**src/rtl/tmr8_pkg.sv**
```systemverilog
// Shared types for the 8-bit timer with shared prescaler.
// Assumes a 3-bit rate code; the control word packs source, edge,
// assignment and rate from most to least significant bit.
package tmr8_pkg;
    localparam int RATE_W = 3;
    localparam int CTL_W  = RATE_W + 3;

    typedef struct packed {
        logic               src_pin;     // 1: external pin, 0: instruction enable
        logic               fall_edge;   // 1: count falling pin edges
        logic               div_to_wdt;  // 1: prescaler serves the watchdog
        logic [RATE_W-1:0]  rate;        // power-of-two rate code
    } tmr_ctl_t;

    localparam tmr_ctl_t CTL_RESET = '1;
endpackage

```
**src/rtl/tmr8_pinsync.sv**
```systemverilog
// Synchronises an asynchronous pin through STAGES flops and produces
// single-cycle rise and fall pulses from the synchronised level.
// Assumes STAGES >= 2.
module tmr8_pinsync #(
    parameter int STAGES = 2
) (
    input  logic clk,
    input  logic rst_n,
    input  logic pin_i,
    output logic rise_o,
    output logic fall_o
);
    logic [STAGES-1:0] sync_q;
    logic              last_q;

    // Shift the raw pin into the synchroniser chain and keep the prior level.
    always_ff @(posedge clk) begin
        if (!rst_n) begin
            sync_q <= '0;
            last_q <= 1'b0;
        end else begin
            sync_q <= {sync_q[STAGES-2:0], pin_i};
            last_q <= sync_q[STAGES-1];
        end
    end

    // Detect level changes of the synchronised pin.
    always_comb begin
        rise_o = sync_q[STAGES-1] & ~last_q;
        fall_o = ~sync_q[STAGES-1] & last_q;
    end
endmodule

```
**src/rtl/tmr8_prescale.sv**
```systemverilog
// Power-of-two prescaler shared between timer and watchdog paths.
// The division exponent is rate+1 when serving the timer and rate
// when serving the watchdog; an exponent of zero passes every event.
// Assumes PRE_W equals 2**RATE_W so the largest exponent fits.
module tmr8_prescale #(
    parameter int RATE_W = 3,
    parameter int PRE_W  = 8
) (
    input  logic              clk,
    input  logic              rst_n,
    input  logic              clr_i,
    input  logic              ev_i,
    input  logic              to_wdt_i,
    input  logic [RATE_W-1:0] rate_i,
    output logic              fire_o
);
    localparam int EXP_W = RATE_W + 1;

    logic [PRE_W-1:0] acc_q;
    logic [PRE_W-1:0] mask;
    logic [EXP_W-1:0] exp_w;

    // Pick the division exponent from the assignment.
    always_comb begin
        exp_w = {1'b0, rate_i} + (to_wdt_i ? EXP_W'(0) : EXP_W'(1));
    end

    // One mask bit per prescaler stage below the exponent.
    for (genvar i = 0; i < PRE_W; i++) begin : g_mask
        assign mask[i] = (exp_w > EXP_W'(i));
    end

    // Fire on the event that completes a full division period.
    always_comb begin
        fire_o = ev_i && ((acc_q & mask) == mask);
    end

    // Count events, emptying on a clear request.
    always_ff @(posedge clk) begin
        if (!rst_n) begin
            acc_q <= '0;
        end else if (clr_i) begin
            acc_q <= '0;
        end else if (ev_i) begin
            acc_q <= acc_q + 1'b1;
        end
    end
endmodule

```
**src/rtl/tmr8_core.sv**
```systemverilog
// Count register with write load, post-write increment hold and a
// sticky overflow flag. A write takes priority over an increment and
// suppresses the overflow for that edge.
module tmr8_core #(
    parameter int CNT_W    = 8,
    parameter int HOLD_CYC = 2
) (
    input  logic             clk,
    input  logic             rst_n,
    input  logic             wr_i,
    input  logic [CNT_W-1:0] wdata_i,
    input  logic             inc_i,
    input  logic             flag_clr_i,
    output logic [CNT_W-1:0] count_o,
    output logic             flag_o
);
    localparam int HOLD_W = $clog2(HOLD_CYC + 1);

    logic [CNT_W-1:0]  cnt_q;
    logic [HOLD_W-1:0] hold_q;
    logic              flag_q;
    logic              step;

    // An increment is taken only outside the post-write hold window.
    always_comb begin
        step = inc_i && (hold_q == '0) && !wr_i;
    end

    // Load or advance the count.
    always_ff @(posedge clk) begin
        if (!rst_n) begin
            cnt_q <= '0;
        end else if (wr_i) begin
            cnt_q <= wdata_i;
        end else if (step) begin
            cnt_q <= cnt_q + 1'b1;
        end
    end

    // Arm the hold window on a write and drain it afterwards.
    always_ff @(posedge clk) begin
        if (!rst_n) begin
            hold_q <= '0;
        end else if (wr_i) begin
            hold_q <= HOLD_W'(HOLD_CYC);
        end else if (hold_q != '0) begin
            hold_q <= hold_q - 1'b1;
        end
    end

    // Set the flag on wrap; a wrap beats a clear on the same edge.
    always_ff @(posedge clk) begin
        if (!rst_n) begin
            flag_q <= 1'b0;
        end else if (step && (cnt_q == '1)) begin
            flag_q <= 1'b1;
        end else if (flag_clr_i) begin
            flag_q <= 1'b0;
        end
    end

    assign count_o = cnt_q;
    assign flag_o  = flag_q;
endmodule

```
**src/rtl/tmr8_shared_div.sv**
```systemverilog
// Top of the 8-bit timer with a prescaler shared with the watchdog path.
// Holds the control word, routes events to and from the prescaler and
// registers the watchdog tick. Assumes instr_en and wdt_base are
// synchronous single-cycle event strobes.
module tmr8_shared_div
    import tmr8_pkg::*;
#(
    parameter int CNT_W    = 8,
    parameter int SYNC_STG = 2,
    parameter int HOLD_CYC = 2
) (
    input  logic             clk,
    input  logic             rst_n,
    input  logic             ctl_wr,
    input  logic [CTL_W-1:0] ctl_wdata,
    output logic [CTL_W-1:0] ctl_q,
    input  logic             cnt_wr,
    input  logic [CNT_W-1:0] cnt_wdata,
    output logic [CNT_W-1:0] count,
    input  logic             ovf_clr,
    output logic             ovf_flag,
    input  logic             instr_en,
    input  logic             ext_pin,
    input  logic             wdt_base,
    input  logic             wdt_clr,
    output logic             wdt_tick
);
    localparam int PRE_W = 1 << RATE_W;

    tmr_ctl_t ctl_r;
    logic     pin_rise, pin_fall;
    logic     src_ev, pre_ev, pre_fire, pre_clr;
    logic     tmr_inc, wdt_src, tick_q;

    // Control word register, all ones after reset.
    always_ff @(posedge clk) begin
        if (!rst_n) begin
            ctl_r <= CTL_RESET;
        end else if (ctl_wr) begin
            ctl_r <= tmr_ctl_t'(ctl_wdata);
        end
    end

    tmr8_pinsync #(.STAGES(SYNC_STG)) u_sync (
        .clk    (clk),
        .rst_n  (rst_n),
        .pin_i  (ext_pin),
        .rise_o (pin_rise),
        .fall_o (pin_fall)
    );

    // Route the source, prescaler input and outputs by assignment.
    always_comb begin
        src_ev  = ctl_r.src_pin ? (ctl_r.fall_edge ? pin_fall : pin_rise) : instr_en;
        pre_ev  = ctl_r.div_to_wdt ? wdt_base : src_ev;
        tmr_inc = ctl_r.div_to_wdt ? src_ev : pre_fire;
        wdt_src = ctl_r.div_to_wdt ? pre_fire : wdt_base;
        pre_clr = ctl_wr
                | (cnt_wr && !ctl_r.div_to_wdt)
                | (wdt_clr && ctl_r.div_to_wdt);
    end

    tmr8_prescale #(.RATE_W(RATE_W), .PRE_W(PRE_W)) u_pre (
        .clk      (clk),
        .rst_n    (rst_n),
        .clr_i    (pre_clr),
        .ev_i     (pre_ev),
        .to_wdt_i (ctl_r.div_to_wdt),
        .rate_i   (ctl_r.rate),
        .fire_o   (pre_fire)
    );

    tmr8_core #(.CNT_W(CNT_W), .HOLD_CYC(HOLD_CYC)) u_core (
        .clk        (clk),
        .rst_n      (rst_n),
        .wr_i       (cnt_wr),
        .wdata_i    (cnt_wdata),
        .inc_i      (tmr_inc),
        .flag_clr_i (ovf_clr),
        .count_o    (count),
        .flag_o     (ovf_flag)
    );

    // Register the watchdog tick so it leaves as a clean pulse.
    always_ff @(posedge clk) begin
        if (!rst_n) begin
            tick_q <= 1'b0;
        end else begin
            tick_q <= wdt_src;
        end
    end

    assign wdt_tick = tick_q;
    assign ctl_q    = ctl_r;
endmodule

```
**config.mk**
```make
export PLATFORM = sky130hd
export DESIGN_NAME = tmr8_shared_div
export DESIGN_NICKNAME = d
export VERILOG_FILES = /design/src/rtl/tmr8_pkg.sv /design/src/rtl/tmr8_pinsync.sv /design/src/rtl/tmr8_prescale.sv /design/src/rtl/tmr8_core.sv /design/src/rtl/tmr8_shared_div.sv
export SDC_FILE = /design/constraint.sdc
export NUM_CORES = 1
export LEC_CHECK = 0
export ABC_CLOCK_PERIOD_IN_PS = 6800
export BUFFER_PORTS_ARGS = -buffer_cell sky130_fd_sc_hd__buf_4
export CORE_ASPECT_RATIO = 0.9
export CORE_MARGIN = 1
export CORE_UTILIZATION = 40
export CTS_BUF_LIST = sky130_fd_sc_hd__clkbuf_16
export DETAILED_ROUTE_END_ITERATION = 7
export GPL_TIMING_DRIVEN = 0
export SETUP_SLACK_MARGIN = 0.1
export SYNTH_ARGS = -nofsm -noshare
export SYNTH_HDL_FRONTEND = slang
export SYNTH_SLANG_ARGS = --single-unit
```
**constraint.sdc**
```tcl
create_clock -name clk -period 6.8 [get_ports clk]
set_clock_uncertainty 0.1 [all_clocks]
set_input_delay 1.36 -clock clk [delete_from_list [all_inputs] [get_ports clk]]
set_output_delay 1.36 -clock clk [all_outputs]
set_load 0.03 [all_outputs]
```
==> results_dict.tcl, run 1 <==
set metrics [dict create \
    vdd_ir_drop_max_mv 0.174 \
    instances_no_fill 256 \
    clkPwrFrac_pct 43.1 \
    cts.sinks 29 \
    dp.cells 249 \
    synth_async_sr_flop_share_pct 0 \
    hpwl_um 2640 \
    rrSetupSlack_ns 4.25 \
    cts_tree "yes" \
    period_needed_ns 2.55 \
    area_growth_pct 30.8 \
    syn_nets 196 \
    synthCells 169 \
    layout_commonest_cell "buf_4" \
    synth-xor-area-share_pct 4.71 \
    hold_class "register to register" \
    tns_ns 0 \
    seqPwrFrac_pct 41.1 \
    crit_path_start_kind "register" \
    nFillCells 338 \
    synth_area_per_cell_um2 8.81 \
    synth_area_um2 1490 \
    layout_common_cells "buf_4 (37), dfxtp_1 (29), nand2_1 (16)" \
    finalHoldViolCount 0 \
    vias_per_cell 5.28 \
    ys_seq_area_share_pct 39.0 \
    p_int_w 0.000340 \
    cts_buffers 5 \
    required_ns 6.83 \
    tightest_slew_ns 0.734 \
    ys_warn_count 0 \
    cap_viol_max_count 0 \
    drive_above_1_share_pct 23.1 \
    drv_slew 0 \
    synth_compound_area_share_pct 16.5 \
    place.gp.congestion 0.879 \
    num-nets-final 239 \
    cts_resized 0 \
    drc_errors 0 \
    p_per_area_nw_per_um2 233 \
    crit_arrival_ns 2.58 \
    crit_fanout 10 \
    critical_path_class "register to register" \
    die_w_um 66.3 \
    clk_pin_slew_worst_paths_ns 0.05 \
    setup_viol 0 \
    synth_cell_types 41 \
    grt_pass1_wl_um 5750 \
    leakagePower_nw 0.840 \
    dieArea_um2 3970 \
    synth_edf_count 0 \
    synth_fa_ha_area_share_pct 3.36 \
    num_io_pins 39 \
    first_pass_iters 5 \
    rows 20 \
    synth_top_family_by_area "simple AND/OR/NAND/NOR gates" \
    root_buffer "clkbuf_16" \
    post_drt_wl_per_cell_um 13.5 \
    synthSimpleGateAreaFrac_pct 26.7 \
    first_global_vias 1261 \
    fmax_mhz 392 \
    grt_use_total_pct 19.8 \
    cts_buffer_depth 2 \
    synth_ff_type "dfxtp_1" \
    clock_latency_ns 0.27 \
    slew_headroom_pct 51.0 \
    outcome "finished, final reports clean" \
    htreeDepth 2 \
    io_buffers 36 \
    power_w 0.000454 \
    diodes 0 \
    routed_wl_um 3470 \
    drtAntennaViolNets 0 \
    start_util_pct 43.1 \
    power.switching_w 0.000114 \
    grt_start_max_net_pins 11 \
    synthMuxAreaShare_pct 5.46 \
    rsz0062_at_grt "false" \
    post-cts-setup-buffers 0 \
    num_vias 1351 \
    combPwrFrac_pct 15.9 \
    period_share_pct 37.5 \
    drtIter0Drc 64 \
    p_sw_share_pct 25.1 \
    gr-total-overflow 0 \
    coreArea_um2 3450 \
    crit_path_end_kind "register" \
    grt_antenna_before_repair 0 \
    ys_seq_elements 29 \
    dieHeight_um 59.9 \
    cts.hold.buffers_added 0 \
]
-- layer usage --
| layer | track usage (%) | wire length (um) | up-vias |
|---|---|---|---|
| met5 | 0 | 0 | - |
| met4 | 6.99 | 31 | 0 |
| met3 | 7.63 | 220 | 5 |
| met2 | 28.7 | 1530 | 42 |
| met1 | 26.5 | 1690 | 609 |
| li1 | - | - | 695 |
-- critical path: stages (launching register included) --
cell	delay (ns)
dfxtp_1	0.41
inv_1	0.13
ha_1	0.24
ha_1	0.34
a21boi_0	0.14
o32a_1	0.34
a211oi_2	0.25
buf_6	0.18
mux2i_1	0.19
a21oi_1	0.08
-- Yosys cell counts, drive strengths merged (4+ instances only) --
| cell | count | area [um2] |
|---|---|---|
| inv | 6 | 22.5 |
| and3 | 5 | 31.3 |
| mux2i | 7 | 70.1 |
| xor2 | 6 | 52.6 |
| a21boi | 4 | 33.8 |
| nand2 | 16 | 60.1 |
| a31oi | 4 | 31.3 |
| nor2 | 13 | 48.8 |
| o21ai | 7 | 35.0 |
| clkbuf | 6 | 22.5 |
| ha | 4 | 50.1 |
| nand4 | 4 | 25.0 |
| and2 | 4 | 25.0 |
| nor3 | 4 | 30.0 |
| a21oi | 8 | 40.0 |
| a211oi | 4 | 35.0 |
| dfxtp | 29 | 581 |
| nand3 | 8 | 40.0 |
| nor2b | 4 | 25.0 |
| and4 | 4 | 35.0 |
-- through the flow --
step | cell area [um2] | worst slack [ns] | util [%] | hold WS, ns
2_1_floorplan | 1490 | 4.30 | - | 0.312
3_5_place_dp | 1810 | 4.05 | 52.5 | 0.339
6_report | 1950 | 4.25 | 56.4 | 0.349
4_1_cts | 1950 | 4.25 | 56.4 | 0.351
3_3_place_gp | 1810 | 4.08 | 52.5 | 0.321
5_1_grt | 1950 | 4.04 | 56.4 | 0.370
-- power groups by stage --
stage / Combinational (W) / Sequential, W / Clock (W)
6_report: 0.0000722 / 0.000187 / 0.000196
5_1_grt: 0.0000786 / 0.000188 / 0.000212
4_1_cts: 0.0000725 / 0.000186 / 0.000201
3_5_place_dp: 0.0000720 / 0.000190 / 0
3_3_place_gp: 0.0000707 / 0.000189 / 0
2_1_floorplan: 0.0000349 / 0.000199 / 0
-- final timing paths --
check | start | to | cells after the start
max | ctl_q[3] | u_core.count_o[1] | 9
min | u_sync.sync_q[0] | u_sync.sync_q[1] | 1
max reg2reg | ctl_q[3] | u_core.count_o[1] | 9
min reg2reg | u_sync.sync_q[0] | u_sync.sync_q[1] | 1
-- flip-flops by register name (all words and copies together) (netlist names) --
register,count
wdt_tick,1
u_pre.acc_q,8
ctl_q,6
u_core.hold_q,2
u_sync.sync_q,2
u_sync.last_q,1
u_core.count_o,8
u_core.flag_o,1
-- cell type report --
cell class | instances | area, um2 | share of cell area (%)
Inverter | 6 | 22.5 | 1.16
Sequential cell | 29 | 581 | 29.8
Timing Repair Buffer | 36 | 270 | 13.9
Clock buffer | 5 | 125 | 6.43
Tap cell | 44 | 55.1 | 2.83
Multi-Input combinational cell | 126 | 845 | 43.4
Clock inverter | 2 | 7.51 | 0.386
Buffer | 8 | 41.3 | 2.12
-- cell families after synthesis --
logic type / count (synthesis)
AO/OA/AOI/OAI: 35
adder cells (fa/ha/maj): 4
multiplexers: 8
buffers and inverters: 14
flip-flops: 29
XOR/XNOR: 8
AND/OR/NAND/NOR: 71
No activity file was read; power rests on OpenSTA's default activity.
==> run 2, diff against run 1 <==
ABC_CLOCK_PERIOD_IN_PS = 2100   (was 6800)
PLACE_DENSITY = 0.66   (was unset)
clock period = 2.1 ns   (was 6.8 ns; I/O delays follow)
==> run 2 against run 1 <==
Effect of this change:
- the flow now finishes with violations (negative setup slack)
- sequential power grew to 3.2 times the previous value
- via count rose by 2.5%
- register-to-register slack got worse by 4.4 ns
- worst hold slack lost 0.084 ns
- critical path type unchanged
- highest routed layer unchanged
==> results_dict.tcl, run 2 (same netlist as run 1, synthesis figures left out) <==
set metrics [dict create \
    layout_common_cells "buf_4 (42), dfxtp_1 (26), nand2_1 (15)" \
    setup_viol 9 \
    fmax_mhz 440 \
    gr-total-overflow 0 \
    cts_buffers 5 \
    io_buffers 36 \
    drive_above_1_share_pct 33.0 \
    num-nets-final 247 \
    finalHoldViolCount 0 \
    place.gp.congestion 0.865 \
    fin_ws_ns -0.175 \
    hpwl_um 2440 \
    grt_pass1_wl_um 5630 \
    placed_area_um2 1850 \
    root_buffer "clkbuf_16" \
    diodes 0 \
    start_util_pct 43.1 \
    utilization_pct 61.7 \
    nFillCells 302 \
    layout_commonest_cell "buf_4" \
    first_global_vias 1289 \
    period_needed_ns 2.27 \
    drv_slew 0 \
    outcome "finished with violations" \
    crit_arrival_ns 2.31 \
    grt_antenna_before_repair 0 \
    vdd_ir_drop_max_mv 0.539 \
    leakagePower_nw 0.896 \
    num_vias 1385 \
    violations "negative setup slack" \
    hp-start "ext_pin" \
    vias_per_cell 5.23 \
    period_share_pct 108 \
    post_drt_wl_per_cell_um 12.9 \
    tightest_slew_ns 0.753 \
    slew_headroom_pct 49.7 \
    dieHeight_um 59.9 \
    drtAntennaViolNets 0 \
    critical_path_class "register to register" \
    coreArea_um2 3450 \
    clk_pin_slew_worst_paths_ns 0.05 \
    routed_wl_um 3430 \
    hold_class "input port to register" \
    p_per_area_nw_per_um2 720 \
    grt_start_max_net_pins 11 \
    r2r-start "ctl_q[3]" \
    dieArea_um2 3970 \
    cts.sinks 29 \
    rows 20 \
    crit_path_start_kind "register" \
    drtIter0Drc 42 \
    crit_fanout 5 \
    drc_errors 0 \
    area_growth_pct 43.2 \
    crit_start "ctl_q[3]" \
    grt_use_total_pct 18.9 \
    rsz0062_at_grt "true" \
    multi_input_area_um2 932 \
    htreeDepth 2 \
    required_ns 2.13 \
    ff_latch_area_um2 589 \
    die_w_um 66.3 \
    cts.hold.buffers_added 0 \
    num_io_pins 39 \
    crit_path_end_kind "register" \
    cap_viol_max_count 0 \
    clock_latency_ns 0.27 \
    cts_buffer_depth 2 \
    first_pass_iters 4 \
    cts_tree "yes" \
    fin_area_um2 2130 \
]
-- run 2: critical path, stage by stage (launching register included) --
cell	delay (ns)
dfxtp_4	0.35
inv_4	0.06
ha_4	0.15
ha_4	0.13
a21boi_4	0.18
a21oi_2	0.08
o32a_1	0.39
a211oi_4	0.29
buf_6	0.16
mux2i_1	0.18
a21oi_1	0.08
-- run 2: timing repair --
action / 4_1_cts / 5_1_grt
setup buffers: 6 / 2
cloned: 1 / 0
endpoints found under the setup margin: 9 / 11
gates resized for setup: 9 / 10
pin swaps: 13 / 4
-- run 2: power by group --
group          switching, W  internal, W  total, W
Clock              0.000223     0.000428  0.000651
Sequential        0.0000266     0.000576  0.000603
Combinational      0.000145     0.000136  0.000281
Total              0.000395      0.00114   0.00153
-- run 2: final cells by class --
cell class / count / area share (%)
Multi-Input combinational cell: 126 / 43.7
Sequential cell: 29 / 27.6
Timing Repair Buffer: 44 / 16.4
Clock buffer: 5 / 5.87
Tap cell: 44 / 2.58
Buffer: 8 / 1.94
Inverter: 6 / 1.17
Clock inverter: 3 / 0.646
-- run 2: worst paths after layout --
path                             to  slack, ns  cells past startpoint
setup / recovery  u_core.count_o[1]      -0.17                     10
hold / removal     u_sync.sync_q[0]       0.26                      2
setup reg to reg  u_core.count_o[1]      -0.17                     10
hold reg to reg    u_sync.sync_q[1]       0.33                      1
-- run 2: stage by stage --
step / std cells / TNS (ns) / power (W) / hold WS [ns] / setup WS, ns
global route: 265 / -2.15 / 0.00160 / 0.271 / -0.280
CTS: 264 / -1.05 / 0.00153 / 0.265 / -0.175
global placement: 249 / -1.17 / 0.000850 / 0.321 / -0.214
finish: 265 / -1.10 / 0.00153 / 0.265 / -0.175
floorplan: 169 / -0.341 / 0.000766 / 0.312 / -0.0940
detailed placement: 249 / -1.60 / 0.000854 / 0.321 / -0.271
-- run 2: per-layer routing --
metal | vias up | GRT usage (%) | share of wire, %
met5 | - | 0 | 0
met4 | 0 | 8.81 | 1.7
met3 | 6 | 5.15 | 5.2
met2 | 42 | 28.0 | 44
met1 | 626 | 25.5 | 49
li1 | 711 | - | -
==> run 3, diff against run 2 <==
CORE_UTILIZATION = 30   (was 40)
CTS_BUF_LIST = sky130_fd_sc_hd__clkbuf_4 sky130_fd_sc_hd__clkbuf_8 sky130_fd_sc_hd__clkbuf_16   (was sky130_fd_sc_hd__clkbuf_16)
PLACE_DENSITY = unset   (was 0.66)
==> run 3 against run 2 <==
Effect of this change:
- the run still ends with negative setup slack left
- fmax hardly changed
- flip-flop and latch count unchanged
- sequential power barely moved
- wire length rose by 5.9%
- register-to-register slack hardly changed
- largest cell class unchanged
- largest power group is now registers
- highest routed layer unchanged
==> results_dict.tcl, run 3 (same netlist as run 1, synthesis figures left out) <==
set metrics [dict create \
    post_drt_wl_per_cell_um 12.8 \
    finalHoldViolCount 0 \
    crit_slowest_cell "o32a_1" \
    leakagePower_nw 0.868 \
    drv_slew 0 \
    crit_arrival_ns 2.33 \
    crit_buf_inv 2 \
    p_int_w 0.00100 \
    dieArea_um2 5250 \
    drive_above_1_share_pct 32.6 \
    fin_ws_ns -0.174 \
    met1_length_um 1830 \
    crit_start "ctl_q[3]" \
    grt_pass1_wl_um 5910 \
    ff_latch_area_um2 589 \
    htreeDepth 2 \
    diodes 0 \
    routed_wl_um 3630 \
    period_needed_ns 2.27 \
    period_share_pct 108 \
    required_ns 2.16 \
    p_sw_share_pct 27.7 \
    grt_use_total_pct 15.0 \
    rows 23 \
    tightest_slew_ns 0.754 \
    r2r-start "ctl_q[3]" \
    rsz0062_at_grt "true" \
    multi_input_area_um2 902 \
    setup_viol 9 \
    vias_per_cell 4.90 \
    nFillCells 477 \
    drtIter0Drc 96 \
    fin_area_um2 2070 \
    first_global_vias 1265 \
    rrSetupSlack_ns -0.17 \
    cap_viol_max_count 0 \
    cts_buffers 5 \
    reg2regPathDepth 10 \
    area_growth_pct 38.8 \
    power.switching_w 0.000384 \
    dp_slack_ns -0.302 \
    die_w_um 76.3 \
    wl_met2_um 1520 \
    hold_path_depth 2 \
    crit_fanout 5 \
    cpPeakStageDelay_ns 0.39 \
    crit_path_start_kind "register" \
    p_per_area_nw_per_um2 670 \
    cts_tree "yes" \
    clock_latency_ns 0.28 \
    routed.top_layer "met4" \
    hold_class "input port to register" \
    layout_common_cells "buf_4 (45), dfxtp_1 (26), nand2_1 (16)" \
    layout_commonest_cell "buf_4" \
    num-nets-final 247 \
    outcome "finished with violations" \
    seqPwrFrac_pct 43.5 \
    dieHeight_um 68.8 \
    violations "negative setup slack" \
    crit_family "compound AO/OA/AOI/OAI gates" \
    hpwl_um 2540 \
    vdd_ir_drop_max_mv 0.321 \
    num_io_pins 39 \
    start_util_pct 32.3 \
    drc_errors 0 \
    fmax_mhz 440 \
    cts.hold.buffers_added 0 \
    route.met3.wl_um 215 \
    gr-total-overflow 0 \
    cp_num_cells 10 \
    placed_area_um2 1870 \
    num_vias 1386 \
    crit_chain "inv_4 > ha_4 > ha_4 > a21boi_4 > a21oi_2 > o32a_1 > a211oi_2 > buf_6 > mux2i_1 > a21oi_1" \
    grt_antenna_before_repair 0 \
    first_pass_iters 4 \
    reg2reg_to "u_core.count_o[1]" \
    root_buffer "clkbuf_8" \
    combPwrFrac_pct 19.5 \
    io_buffers 36 \
    clkPwrFrac_pct 37.0 \
    drtAntennaViolNets 0 \
    cp-endpoint "u_core.count_o[1]" \
    cts_buffer_depth 2 \
    cts.sinks 29 \
    place.gp.congestion 0.822 \
    slew_headroom_pct 49.7 \
    critical_path_class "register to register" \
    coreArea_um2 4600 \
    crit_path_end_kind "register" \
    clk_pin_slew_worst_paths_ns 0.06 \
    grt_start_max_net_pins 11 \
    crit_path_frequent_cell "ha_4" \
]
-- run 3: changes by cell type in the layout (fill, tap and decap cells not counted), sizes merged --
cell and change:
inv -1, clkbuf +2, clkinv -1
-- run 3: worst min-delay path by stage --
| stage | startpoint | endpoint | slack, ns |
|---|---|---|---|
| floorplan | u_sync.sync_q[0] | u_sync.sync_q[1] | 0.31 |
| global placement | u_sync.sync_q[0] | u_sync.sync_q[1] | 0.32 |
| detailed placement | u_sync.sync_q[0] | u_sync.sync_q[1] | 0.32 |
| CTS | ext_pin | u_sync.sync_q[0] | 0.24 |
| global route | ext_pin | u_sync.sync_q[0] | 0.24 |
| finish | ext_pin | u_sync.sync_q[0] | 0.24 |
-- run 3: power by group through the flow --
stage / Sequential, W / Combinational [W] / Clock, W
2_1_floorplan: 0.000645 / 0.000120 / 0
4_1_cts: 0.000602 / 0.000262 / 0.000531
3_5_place_dp: 0.000614 / 0.000243 / 0
6_report: 0.000602 / 0.000270 / 0.000513
5_1_grt: 0.000607 / 0.000295 / 0.000558
3_3_place_gp: 0.000614 / 0.000240 / 0
-- run 3: layout make-up --
type | count | share of cell area [%]
plain buffers | 8 | 2.00
inverters | 6 | 1.21
clock buffers | 7 | 4.66
clock inverters | 1 | 0.242
repair buffers | 44 | 16.0
well taps | 62 | 3.75
flip-flops and latches | 29 | 28.5
multi-input cells | 126 | 43.6
-- run 3: metal layers --
metal,track usage [%],up-vias
met5,0,-
met1,19.2,635
met3,4.87,7
met4,7.21,0
met2,22.9,33
li1,-,711
-- run 3: repair_timing --
item                                    4_1_cts  5_1_grt
buffers inserted                              4        3
gates cloned                                  1        0
hold endpoints to repair                      0        0
pin swaps                                     5        2
endpoints found under the setup margin        9        9
gates resized for setup                       5        4
-- run 3: per-stage QoR --
stage | util, % | TNS [ns] | hold WS (ns) | cells | total power [W]
after detailed placement | 40.7 | -1.84 | 0.322 | 267 | 0.000858
after global routing | 44.9 | -2.18 | 0.239 | 283 | 0.00146
final | 44.9 | -1.11 | 0.244 | 283 | 0.00138
after floorplan | - | -0.341 | 0.312 | 169 | 0.000766
after CTS | 44.1 | -1.08 | 0.239 | 280 | 0.00140
after global placement | 40.7 | -1.43 | 0.315 | 267 | 0.000854
